==> src/rtl/dump_matrix_pkg.sv <==
package dump_matrix_pkg;

  typedef struct packed {
    logic used;
    logic essential;
    logic masked;
  } chan_cfg_t;

  localparam chan_cfg_t CFG_IDLE = '{used: 1'b0, essential: 1'b0, masked: 1'b0};

endpackage

==> src/rtl/dump_cfg_store.sv <==
module dump_cfg_store
  import dump_matrix_pkg::*;
#(
  parameter int N_CH = 96,
  parameter int CH_W = 7
) (
  input  logic                  clk,
  input  logic                  rst_n,
  input  logic                  cfg_we,
  input  logic [CH_W-1:0]       cfg_ch,
  input  logic                  cfg_used,
  input  logic                  cfg_essential,
  input  logic                  cfg_mask,
  output chan_cfg_t [N_CH-1:0]  cfg_q
);

  localparam logic [CH_W-1:0] LAST_CH = CH_W'(N_CH - 1);

  chan_cfg_t [N_CH-1:0] cfg_d;
  logic                 addr_ok;

  assign addr_ok = (cfg_ch <= LAST_CH);

  always_comb begin
    cfg_d = cfg_q;
    for (int i = 0; i < N_CH; i++) begin
      if (addr_ok && (cfg_ch == CH_W'(i))) begin
        cfg_d[i].used      = cfg_used;
        cfg_d[i].essential = cfg_essential;
        cfg_d[i].masked    = cfg_mask;
      end
    end
  end

  always_ff @(posedge clk or negedge rst_n) begin
    if (!rst_n) begin
      cfg_q <= {N_CH{CFG_IDLE}};
    end else if (cfg_we) begin
      cfg_q <= cfg_d;
    end
  end

  // an out-of-range write leaves the table untouched
  p_bad_addr_quiet_r9: assert property (@(posedge clk) disable iff (!rst_n)
    (cfg_we && !addr_ok) |=> $stable(cfg_q));

endmodule

==> src/rtl/dump_panel.sv <==
module dump_panel
  import dump_matrix_pkg::*;
#(
  parameter int PANEL_W = 16
) (
  input  logic                     [PANEL_W-1:0] ok,
  input  chan_cfg_t                [PANEL_W-1:0] cfg,
  output logic                     [PANEL_W-1:0] fault,
  output logic                                   ess_hit,
  output logic                                   aux_hit
);

  logic [PANEL_W-1:0] ess_vec;
  logic [PANEL_W-1:0] aux_vec;

  always_comb begin
    for (int i = 0; i < PANEL_W; i++) begin
      fault[i]   = cfg[i].used & ~ok[i];
      ess_vec[i] = fault[i] & cfg[i].essential;
      aux_vec[i] = fault[i] & ~cfg[i].essential & ~cfg[i].masked;
    end
    ess_hit = |ess_vec;
    aux_hit = |aux_vec;
  end

endmodule

==> src/rtl/dump_matrix.sv <==
module dump_matrix
  import dump_matrix_pkg::*;
#(
  parameter int N_PANELS = 6,
  parameter int PANEL_W  = 16,
  parameter int N_CH     = N_PANELS * PANEL_W,
  parameter int CH_W     = $clog2(N_CH)
) (
  input  logic              clk,
  input  logic              rst_n,
  input  logic [N_CH-1:0]   chan_ok,
  input  logic              cfg_we,
  input  logic [CH_W-1:0]   cfg_ch,
  input  logic              cfg_used,
  input  logic              cfg_essential,
  input  logic              cfg_mask,
  output logic              dump_req_ess,
  output logic              dump_req_all,
  output logic [N_CH-1:0]   fault_status
);

  // reset: asserted asynchronously, released on a clock edge
  logic [1:0] rst_pipe;
  logic       rst_sync_n;

  always_ff @(posedge clk or negedge rst_n) begin
    if (!rst_n) rst_pipe <= 2'b00;
    else        rst_pipe <= {rst_pipe[0], 1'b1};
  end
  assign rst_sync_n = rst_pipe[1];

  chan_cfg_t [N_CH-1:0]     cfg_q;
  logic [N_CH-1:0]          fault_d;
  logic [N_PANELS-1:0]      panel_ess;
  logic [N_PANELS-1:0]      panel_aux;
  logic                     ess_any;
  logic                     all_any;

  dump_cfg_store #(.N_CH(N_CH), .CH_W(CH_W)) u_cfg (
    .clk           (clk),
    .rst_n         (rst_sync_n),
    .cfg_we        (cfg_we),
    .cfg_ch        (cfg_ch),
    .cfg_used      (cfg_used),
    .cfg_essential (cfg_essential),
    .cfg_mask      (cfg_mask),
    .cfg_q         (cfg_q)
  );

  for (genvar p = 0; p < N_PANELS; p++) begin : g_panel
    dump_panel #(.PANEL_W(PANEL_W)) u_panel (
      .ok      (chan_ok[p*PANEL_W +: PANEL_W]),
      .cfg     (cfg_q[p*PANEL_W +: PANEL_W]),
      .fault   (fault_d[p*PANEL_W +: PANEL_W]),
      .ess_hit (panel_ess[p]),
      .aux_hit (panel_aux[p])
    );
  end

  // next-state
  logic ess_d;
  logic all_d;
  always_comb begin
    ess_any = |panel_ess;
    all_any = ess_any | (|panel_aux);
    ess_d   = ess_any;
    all_d   = all_any;
  end

  // registers; reset leaves both requests asserted (fail-safe)
  always_ff @(posedge clk or negedge rst_sync_n) begin
    if (!rst_sync_n) begin
      dump_req_ess <= 1'b1;
      dump_req_all <= 1'b1;
      fault_status <= '0;
    end else begin
      dump_req_ess <= ess_d;
      dump_req_all <= all_d;
      fault_status <= fault_d;
    end
  end

  // the unmaskable request never stands alone
  p_ess_implies_all_r3: assert property (@(posedge clk) disable iff (!rst_sync_n)
    dump_req_ess |-> dump_req_all);

  // an essential fault reaches the output one clock later
  p_ess_latency_r3: assert property (@(posedge clk) disable iff (!rst_sync_n)
    ess_any |=> (dump_req_ess && dump_req_all));

  // a clean cycle clears both requests on the next edge
  p_release_r7: assert property (@(posedge clk) disable iff (!rst_sync_n)
    !all_any |=> (!dump_req_ess && !dump_req_all));

  // auxiliary-only fault raises only the combined request
  p_aux_only_r5: assert property (@(posedge clk) disable iff (!rst_sync_n)
    (all_any && !ess_any) |=> (dump_req_all && !dump_req_ess));

endmodule

==> config.mk <==
export PLATFORM = sky130hd
export DESIGN_NAME = dump_matrix
export DESIGN_NICKNAME = d
export VERILOG_FILES = /design/src/rtl/dump_matrix_pkg.sv /design/src/rtl/dump_cfg_store.sv /design/src/rtl/dump_panel.sv /design/src/rtl/dump_matrix.sv
export SDC_FILE = /design/constraint.sdc
export NUM_CORES = 1
export LEC_CHECK = 0
export BUFFER_PORTS_ARGS = -buffer_cell sky130_fd_sc_hd__buf_4
export CORE_MARGIN = 1
export CORE_UTILIZATION = 46
export DETAILED_ROUTE_END_ITERATION = 7
export GPL_ROUTABILITY_DRIVEN = 0
export PLACE_DENSITY = 0.67
export SETUP_SLACK_MARGIN = 0.5
export SLEW_MARGIN = 10
export SYNTH_ARGS = -nofsm -noshare
export SYNTH_HDL_FRONTEND = slang
export SYNTH_SLANG_ARGS = --single-unit
export TNS_END_PERCENT = 50
==> constraint.sdc <==
create_clock -name clk -period 17.45 [get_ports clk]
set_input_delay 1.745 -clock clk [delete_from_list [all_inputs] [get_ports clk]]
set_output_delay 1.745 -clock clk [all_outputs]
set_load 0.05 [all_outputs]
==> results of run 1 <==
==> final timing paths <==
check                                  from               end  slack, ps  cells after the start
worst max-delay path            rst_pipe[1]  u_cfg.cfg_q[135]      13980                      3
worst min-delay path            rst_pipe[0]       rst_pipe[1]        350                      0
worst max register to register  rst_pipe[1]  u_cfg.cfg_q[135]      13980                      3
worst min register to register  rst_pipe[0]       rst_pipe[1]        350                      0
max in group clk                  cfg_ch[5]  u_cfg.cfg_q[201]      14250                      4
min in group asynchronous       rst_pipe[1]  fault_status[90]        400                      0
==> cells in the mapped netlist, drive strengths merged (7+ instances only) <==
cell type / count
clkbuf: 34
a22oi: 8
nor4b: 96
nor2b: 100
nand3b: 82
dfrtp: 386
nand4: 29
buf: 7
nor4: 31
nand2: 47
nor2: 65
mux2: 288
==> cell families after synthesis <==
| kind of cell | after synthesis | synth area share |
|---|---|---|
| flip-flops | 388 | 0.5948 |
| buffers and inverters | 42 | 0.01050 |
| AO/OA/AOI/OAI | 8 | 0.003679 |
| multiplexers | 288 | 0.1986 |
| AND/OR/NAND/NOR | 469 | 0.1921 |
| other | 1 | 0.0002297 |
==> critical path: stages, from the launching register on <==
cell and delay, ps:
dfrtp_4 900, buf_4 890, buf_4 790, buf_4 790
==> power by group <==
group          internal, mW  switching (mW)  leakage (nW)
registers             0.967          0.0470          5.29
logic                0.0989           0.136          3.37
clock network         0.490           0.343         0.625
total                  1.56           0.525          9.28
==> final cells by class <==
| cell class | count | area (um2) | share of cell area |
|---|---|---|---|
| Multi-Input combinational cell | 766 | 6444 | 0.3285 |
| Sequential cell | 388 | 9716 | 0.4953 |
| Clock inverter | 4 | 20.02 | 0.001021 |
| Timing Repair Buffer | 214 | 1607 | 0.08191 |
| Inverter | 1 | 3.754 | 0.0001914 |
| Tap cell | 455 | 569.3 | 0.02903 |
| Clock buffer | 66 | 1255 | 0.06398 |
==> registers in the layout, indices dropped and copies added, names as in the netlist <==
| name | cells |
|---|---|
| u_cfg.cfg_q | 288 |
| dump_req_all | 1 |
| fault_status | 96 |
| dump_req_ess | 1 |
| rst_pipe | 2 |
==> per-stage QoR <==
stage               area (um2)  setup slack, ps  hold slack, ps    util  instances
floorplan                16330             5839           331.2       -       1196
global placement         18340            13710           333.9  0.5283       1824
detailed placement       18340            13710           337.9  0.5283       1824
CTS                      19610            13800           352.2  0.5650       1894
global route             19610            13400           354.3  0.5650       1894
finish                   19610            13980           349.7  0.5650       1894
==> layout by cell type, fill, tap and decap left out, drive strengths merged, types with 2 or more instances in the layout <==
cell and instances:
nand2 47, nor4 31, clkbuf 66, nand3b 82, nand3 4, nor4b 96, nor2 65, nand4 29
or3b 2, nor2b 100, nor3b 2, dfstp 2, nor3 3, buf 214, and2 2, a22oi 8
mux2 288, and3b 2, dfrtp 386, clkinv 4
==> routing by layer <==
metal	track usage	wire length (um)	vias up
li1	-	-	4790
met1	0.3546	19900	5637
met2	0.4117	21910	355
met3	0.06220	3413	67
met4	0.07508	1211	0
met5	0	0	-
==> impl_metrics.json, run 1 <==
{
  "grt_usage": 0.2596,
  "grt_pass1_vias": 10950,
  "grt-ovfl-total": 0,
  "vias": 10850,
  "routedWlPerCell_um": 24.52,
  "post_cts_buffers": 0,
  "firstDrtPassIters": 5,
  "synth_cell_types": 35,
  "irDropWorstVdd_mv": 0.06992,
  "start_kind": "flop",
  "die_area_um2": 36250,
  "ant_nets": 0,
  "hold_viol_final": 0,
  "cts_tree": "yes",
  "core-area_um2": 34710,
  "antenna_found_initial": 1,
  "setup_viol": 0,
  "leakage_nw": 9.284,
  "finalCritPeriodShare": 0.1988,
  "power_density_nw_per_um2": 106.1,
  "crit_fanout": 77,
  "filler_cell_count": 2887,
  "grt_max_degree": 78,
  "worstPathRequired_ps": 18000,
  "ys_seq_area_frac": 0.5948,
  "drt_iter0_markers": 818,
  "htree_levels": 2,
  "synth.avg_cell_area_um2": 13.65,
  "totalWireLength_um": 46430,
  "final_layout_size_suffix_gt1_frac": 0.3947,
  "cts_resized": 0,
  "cp.arrival_ps": 4020,
  "power.total_mw": 2.081,
  "std_cell_rows": 68,
  "synth_area_leader_cell": "dfrtp_1",
  "hpwlAfterDp_um": 33400,
  "grt_pass1_wl_um": 68850,
  "fin_crit_ps": 3468,
  "finClkSkew_ps": 14.91,
  "clock-sinks": 388,
  "worst_pin_slew_ps": 1258,
  "setup_tns_ps": 0,
  "die_h_um": 190.4,
  "cts_buffer_depth": 3,
  "port_buffers": 206,
  "rsz0062_at_grt": "false",
  "netlist_instances": 1196,
  "maxSlewHeadroom": 0.1593,
  "synth_top_area_frac": 0.5916,
  "via_per_inst": 5.728,
  "drc": 0,
  "ys_seq_elements": 388,
  "hold_class": "reg -> reg",
  "clock.fmax_mhz": 288.3,
  "clkTransAtPathRegs_ps": 60,
  "numCtsBuffers": 42,
  "clkLatencyLatePin_ps": 530,
  "max-cap-violations": 0,
  "area_growth_pct": 20.13,
  "crit_type": "reg -> async",
  "nets": 1522,
  "syn-num-nets": 1305,
  "synth-edff-count": 0,
  "slew_viol_final": 0,
  "status": "complete, no violations",
  "start_util": 0.4703,
  "netlist_area_um2": 16330,
  "synthTopCellsByArea": "dfrtp_1 59%, mux2_2 19%, nor4b_1 5.1%, nor2b_1 3.8%, nand3b_1 3.7%",
  "synthArstFlopShare": 1.000,
  "io_pins": 207,
  "end_kind": "async pin",
  "clockRootBuffer": "clkbuf_16",
  "synth_warnings": 0,
  "num_antenna_cells": 0,
  "cts_hold_buffers": 0,
  "die_x_um": 190.4,
  "synth_ff_type": "dfrtp_1"
}
Power figures use the tool's default switching activity.
==> run 2: changes to the inputs <==
PLACE_DENSITY = 0.69   (was 0.67)
clock period = 2.9 ns   (was 17.45 ns; I/O delays follow)
==> run 2 against run 1 <==
- the flow now finishes with violations (DRC)
- clock power grew to 6.5 times the previous value
- total power grew to 6.3 times the previous value
- flip-flop and latch count is the same
- highest routed layer is now met5
- routed wire length grew 3.2%
- largest power group unchanged
- non-clock buffer count grew 100
- critical endpoint is now dump_req_all
- setup slack lost 13000 ps
- cell count grew 5.6%
==> impl_metrics.json, run 2 (same netlist as run 1, synthesis figures left out) <==
{
  "grt_pass1_vias": 11650,
  "status": "finished with violations",
  "largest_register_ffs": 288,
  "clockRootBuffer": "clkbuf_16",
  "filler_cell_count": 2739,
  "slowest_delay_ps": 740,
  "finClkSkew_ps": 14.45,
  "irDropWorstVdd_mv": 0.3849,
  "grt_usage": 0.2669,
  "worst_pin_slew_ps": 1040,
  "die_x_um": 190.4,
  "pre_cts_ws_ps": 806.0,
  "hold_viol_final": 0,
  "ant_nets": 0,
  "clock.fmax_mhz": 477.4,
  "holdWs_ps": 63.89,
  "grt-ovfl-total": 0,
  "max-cap-violations": 0,
  "num_antenna_cells": 0,
  "grt_max_degree": 106,
  "violations": "DRC",
  "routedWlPerCell_um": 23.95,
  "drt_iter0_markers": 941,
  "drc": 1,
  "start_kind": "flop",
  "clkTransAtPathRegs_ps": 60,
  "final_design_area_no_fill_um2": 20830,
  "power_density_nw_per_um2": 626.5,
  "path_cells": "nor4b_1, nor4_1, nand4_1, nor4_1, nand4_1",
  "r2r_start": "u_cfg.cfg_q[167]",
  "io_pins": 207,
  "register_area_um2": 9716,
  "die_area_um2": 36250,
  "core-area_um2": 34710,
  "maxSlewHeadroom": 0.2969,
  "setup_tns_ps": 0,
  "crit_fanout": 4,
  "end_kind": "flop",
  "port_buffers": 206,
  "regMostFlops": "u_cfg.cfg_q",
  "antenna_found_initial": 1,
  "reg_top3": "u_cfg.cfg_q x288, fault_status x96, rst_pipe x2",
  "vias": 11380,
  "cts_buffer_depth": 3,
  "hpwlAfterDp_um": 33390,
  "hold_class": "in -> async",
  "setup_viol": 0,
  "die_h_um": 190.4,
  "fin_ws_ps": 805.3,
  "totalWireLength_um": 47900,
  "firstDrtPassIters": 8,
  "leakage_nw": 9.806,
  "via_per_inst": 5.692,
  "place_area_um2": 18450,
  "cp.arrival_ps": 2540,
  "htree_levels": 2,
  "crit_type": "reg -> reg",
  "worstPathRequired_ps": 3350,
  "rsz0062_at_grt": "false",
  "mostFrequentLayoutCells": "385 x dfrtp_1, 280 x mux2_2, 210 x buf_4",
  "final_layout_size_suffix_gt1_frac": 0.3786,
  "multi_input_area_um2": 6444,
  "finalCoreUtilization": 0.6001,
  "clock-sinks": 388,
  "nets": 1621,
  "start_util": 0.4703,
  "startpoint": "u_cfg.cfg_q[167]",
  "fin_crit_ps": 2095,
  "final_common_cell": "dfrtp_1",
  "slowest_stage": "nor4_1",
  "slew_viol_final": 0,
  "cts_tree": "yes",
  "cts_resized": 0,
  "clkLatencyLatePin_ps": 540,
  "std_cell_rows": 68,
  "area_growth_pct": 27.59,
  "numCtsBuffers": 41,
  "finalCritPeriodShare": 0.7223,
  "grt_pass1_wl_um": 71240
}
==> run 2: cell count changes in the layout (fill, tap and decap cells not counted) <==
cell           change
bufinv_16          +2
clkinv_2           +1
clkinvlp_4         +2
clkbuf_1           -8
inv_6              +2
clkbuf_8           +8
buf_12             +7
dlygate4sd3_1     +97
clkinv_4           +1
clkbuf_16          -2
buf_4              -4
==> run 2: worst max-delay path: cells and delay by family (launching register included) <==
| family | cells | cell delay, ps |
|---|---|---|
| AND/OR/NAND/NOR | 5 | 1600 |
| flip-flops | 1 | 410 |
==> run 2: final timing paths <==
kind	to	depth (start not counted)	slack [ps]
min	rst_pipe[0]	2	60
min reg2reg	u_cfg.cfg_q[90]	0	240
max in group asynchronous	fault_status[52]	1	1770
min in group clk	u_cfg.cfg_q[199]	4	270
max	dump_req_all	5	810
max reg2reg	dump_req_all	5	810
==> run 2: metrics by stage <==
stage | instances | total power [mW]
finish | 2000 | 13.05
global placement | 1827 | 7.586
global route | 2000 | 13.49
detailed placement | 1827 | 7.627
floorplan | 1196 | 7.007
CTS | 2000 | 13.10
==> run 2: what timing repair did <==
item / in CTS / in global routing
endpoints found under the hold margin: 98 / 0
setup buffers: 0 / 0
hold buffers: 97 / 0
==> run 2: metal layers <==
metal  part of all wire  wire, um  global-route usage  up-vias
met1               0.43     20650              0.3660     5883
met3              0.060      2882             0.04656       84
met2               0.48     22780              0.4249      421
met5            0.00027        13                   0        -
li1                   -         -                   -     4994
met4              0.033      1572             0.09877        2
==> run 2: area by class of cell <==
cell class / instances / area share
Clock buffer: 64 / 0.06169
Clock inverter: 12 / 0.006066
Inverter: 1 / 0.0001802
Tap cell: 455 / 0.02733
Sequential cell: 388 / 0.4664
Multi-Input combinational cell: 766 / 0.3093
Timing Repair Buffer: 314 / 0.1290
==> run 2: power breakdown <==
part	switching, mW	leakage, nW	internal (mW)
Combinational	0.851	3.82	0.697
Clock	2.16	0.694	3.24
Sequential	0.281	5.29	5.82
==> run 3: changes to the inputs <==
PLACE_DENSITY = 0.67   (was 0.69)
clock period = 2.2 ns   (was 2.9 ns; I/O delays follow)
==> run 3 against run 2 <==
- the run now ends clean
- clock power increased by 27%
- highest routed layer is now met4
- routed wire length up 1.6%
- die area unchanged
- sequential share of layout area decreased by 1.0 points
- largest cell class unchanged
- count of clock-buffer cells in the layout shrank 1
- global-route usage up 0.50 points
- setup slack worse by 310 ps
- via count rose by 1.7%
- worst hold slack improved by 180 ps
==> impl_metrics.json, run 3 (same netlist as run 1, synthesis figures left out) <==
{
  "status": "complete, no violations",
  "drt_iter0_markers": 828,
  "cp_num_buf_inv": 0,
  "fin_crit_ps": 1700,
  "hold_viol_final": 0,
  "finalCritPeriodShare": 0.7729,
  "hold_class": "reg -> async",
  "cts_buffer_depth": 3,
  "clock.fmax_mhz": 588.1,
  "die_h_um": 190.4,
  "grt_pass1_wl_um": 72260,
  "die_x_um": 190.4,
  "final_layout_size_suffix_gt1_frac": 0.4036,
  "worst_pin_slew_ps": 815.3,
  "slowest_delay_ps": 460,
  "cts_tree": "yes",
  "numCtsBuffers": 42,
  "ant_nets": 0,
  "std_cell_rows": 68,
  "num_antenna_cells": 0,
  "crit_family": "simple AND/OR/NAND/NOR gates",
  "place_area_um2": 18840,
  "clkLatencyLatePin_ps": 550,
  "io_pins": 207,
  "dp_cells": 1872,
  "drc": 0,
  "crit_fanout": 4,
  "start_util": 0.4703,
  "die_area_um2": 36250,
  "leakage_nw": 10.06,
  "reg_top3": "u_cfg.cfg_q x288, fault_status x96, rst_pipe x2",
  "final_common_cell": "dfrtp_1",
  "via_per_inst": 5.652,
  "grt_pass1_vias": 11990,
  "max-cap-violations": 0,
  "holdWs_ps": 240.9,
  "start_kind": "flop",
  "clkTransAtPathRegs_ps": 60,
  "antenna_found_initial": 0,
  "crit_type": "reg -> reg",
  "core-area_um2": 34710,
  "grt_max_degree": 97,
  "path_cells": "nor4b_1, nor4_1, nand4_1, nor2_1, nand4_1",
  "htree_levels": 2,
  "cp_common_cell": "nand4_1",
  "finClkSkew_ps": 33.35,
  "irDropWorstVdd_mv": 0.5277,
  "end_kind": "flop",
  "regMostFlops": "u_cfg.cfg_q",
  "maxSlewHeadroom": 0.4488,
  "clock-sinks": 388,
  "vias": 11580,
  "totalWireLength_um": 48670,
  "firstDrtPassIters": 5,
  "nets": 1672,
  "grt_usage": 0.2719,
  "filler_cell_count": 2720,
  "slew_viol_final": 0,
  "power_density_nw_per_um2": 800.8,
  "slowest_stage": "nor4_1",
  "routedWlPerCell_um": 23.76,
  "cp.arrival_ps": 2160,
  "grt-ovfl-total": 0,
  "mostFrequentLayoutCells": "385 x dfrtp_1, 280 x mux2_2, 254 x buf_4",
  "worstPathRequired_ps": 2660,
  "fin_cells": 2048,
  "port_buffers": 206,
  "area_growth_pct": 30.43,
  "rsz0062_at_grt": "true",
  "hpwlAfterDp_um": 34860,
  "largest_register_ffs": 288,
  "clockRootBuffer": "clkbuf_16",
  "setup_viol": 0,
  "final_design_area_no_fill_um2": 21300
}
run 3: cell count changes in the layout (fill, tap and decap cells not counted), moves of 3 or more:
cell | previous run | this run
buf_4 | 210 | 254
nor4b_1 | 96 | 93
clkinv_2 | 5 | 8
nor4_2 | 0 | 7
nor4_1 | 29 | 21
buf_12 | 7 | 11
clkbuf_8 | 13 | 10
run 3: report_power, final:
| group | internal (mW) | total [mW] | switching, mW |
|---|---|---|---|
| clock | 4.04 | 6.86 | 2.82 |
| combinational | 1.00 | 2.15 | 1.15 |
| sequential | 7.67 | 8.05 | 0.374 |
| total | 12.7 | 17.1 | 4.34 |
run 3: through the flow:
| step | power [mW] | utilization | setup slack (ps) | setup TNS [ps] |
|---|---|---|---|---|
| after floorplan | 9.236 | - | -1616 | -621760 |
| after global placement | 10.08 | 0.5426 | 291.3 | 0 |
| after detailed placement | 10.13 | 0.5426 | 259.9 | 0 |
| after CTS | 17.13 | 0.6127 | 503.2 | 0 |
| after global routing | 17.62 | 0.6135 | 417.9 | 0 |
| final | 17.05 | 0.6135 | 499.6 | 0 |
run 3: worst register-to-register path, delay by kind of cell (launching register included):
| kind | cells | cell delay, ps |
|---|---|---|
| and+or+nand+nor | 5 | 1180 |
| DFF | 1 | 430 |
run 3: repair_timing:
| item | 4_1_cts | 5_1_grt |
|---|---|---|
| endpoints found under the setup margin | 2 | 2 |
| hold buffers | 98 | 0 |
| buffers inserted | 4 | 0 |
| pin swaps | 9 | 8 |
| resized for setup | 12 | 5 |
| endpoints found under the hold margin | 98 | 0 |
run 3: path summary, 6_finish.rpt:
check	start	end	slack [ps]	cells past startpoint
worst max-delay path	u_cfg.cfg_q[221]	dump_req_all	500	5
worst min register to register	rst_pipe[1]	fault_status[90]	240	0
min in group clk	cfg_ch[5]	u_cfg.cfg_q[218]	310	4
worst max register to register	u_cfg.cfg_q[221]	dump_req_all	500	5
max in group asynchronous	rst_pipe[1]	dump_req_ess	1140	1
worst min-delay path	rst_pipe[1]	fault_status[90]	240	0
run 3: routing by layer:
| metal | track usage | wire length (um) | part of all wire | vias up |
|---|---|---|---|---|
| li1 | - | - | - | 5092 |
| met1 | 0.3628 | 20190 | 0.41 | 5978 |
| met2 | 0.4372 | 23180 | 0.48 | 422 |
| met3 | 0.06349 | 3740 | 0.077 | 83 |
| met5 | 0 | 0 | 0 | - |
| met4 | 0.08954 | 1561 | 0.032 | 0 |
run 3: area by class of cell:
type | instances | area [um2] | share of cell area
multi-input combinational | 766 | 6549 | 0.3075
clock buffer | 63 | 1251 | 0.05875
timing repair buffer | 364 | 3119 | 0.1465
tap | 455 | 569.3 | 0.02673
sequential | 388 | 9716 | 0.4562
inverter | 1 | 3.754 | 0.0001763
clock inverter | 11 | 87.58 | 0.004113
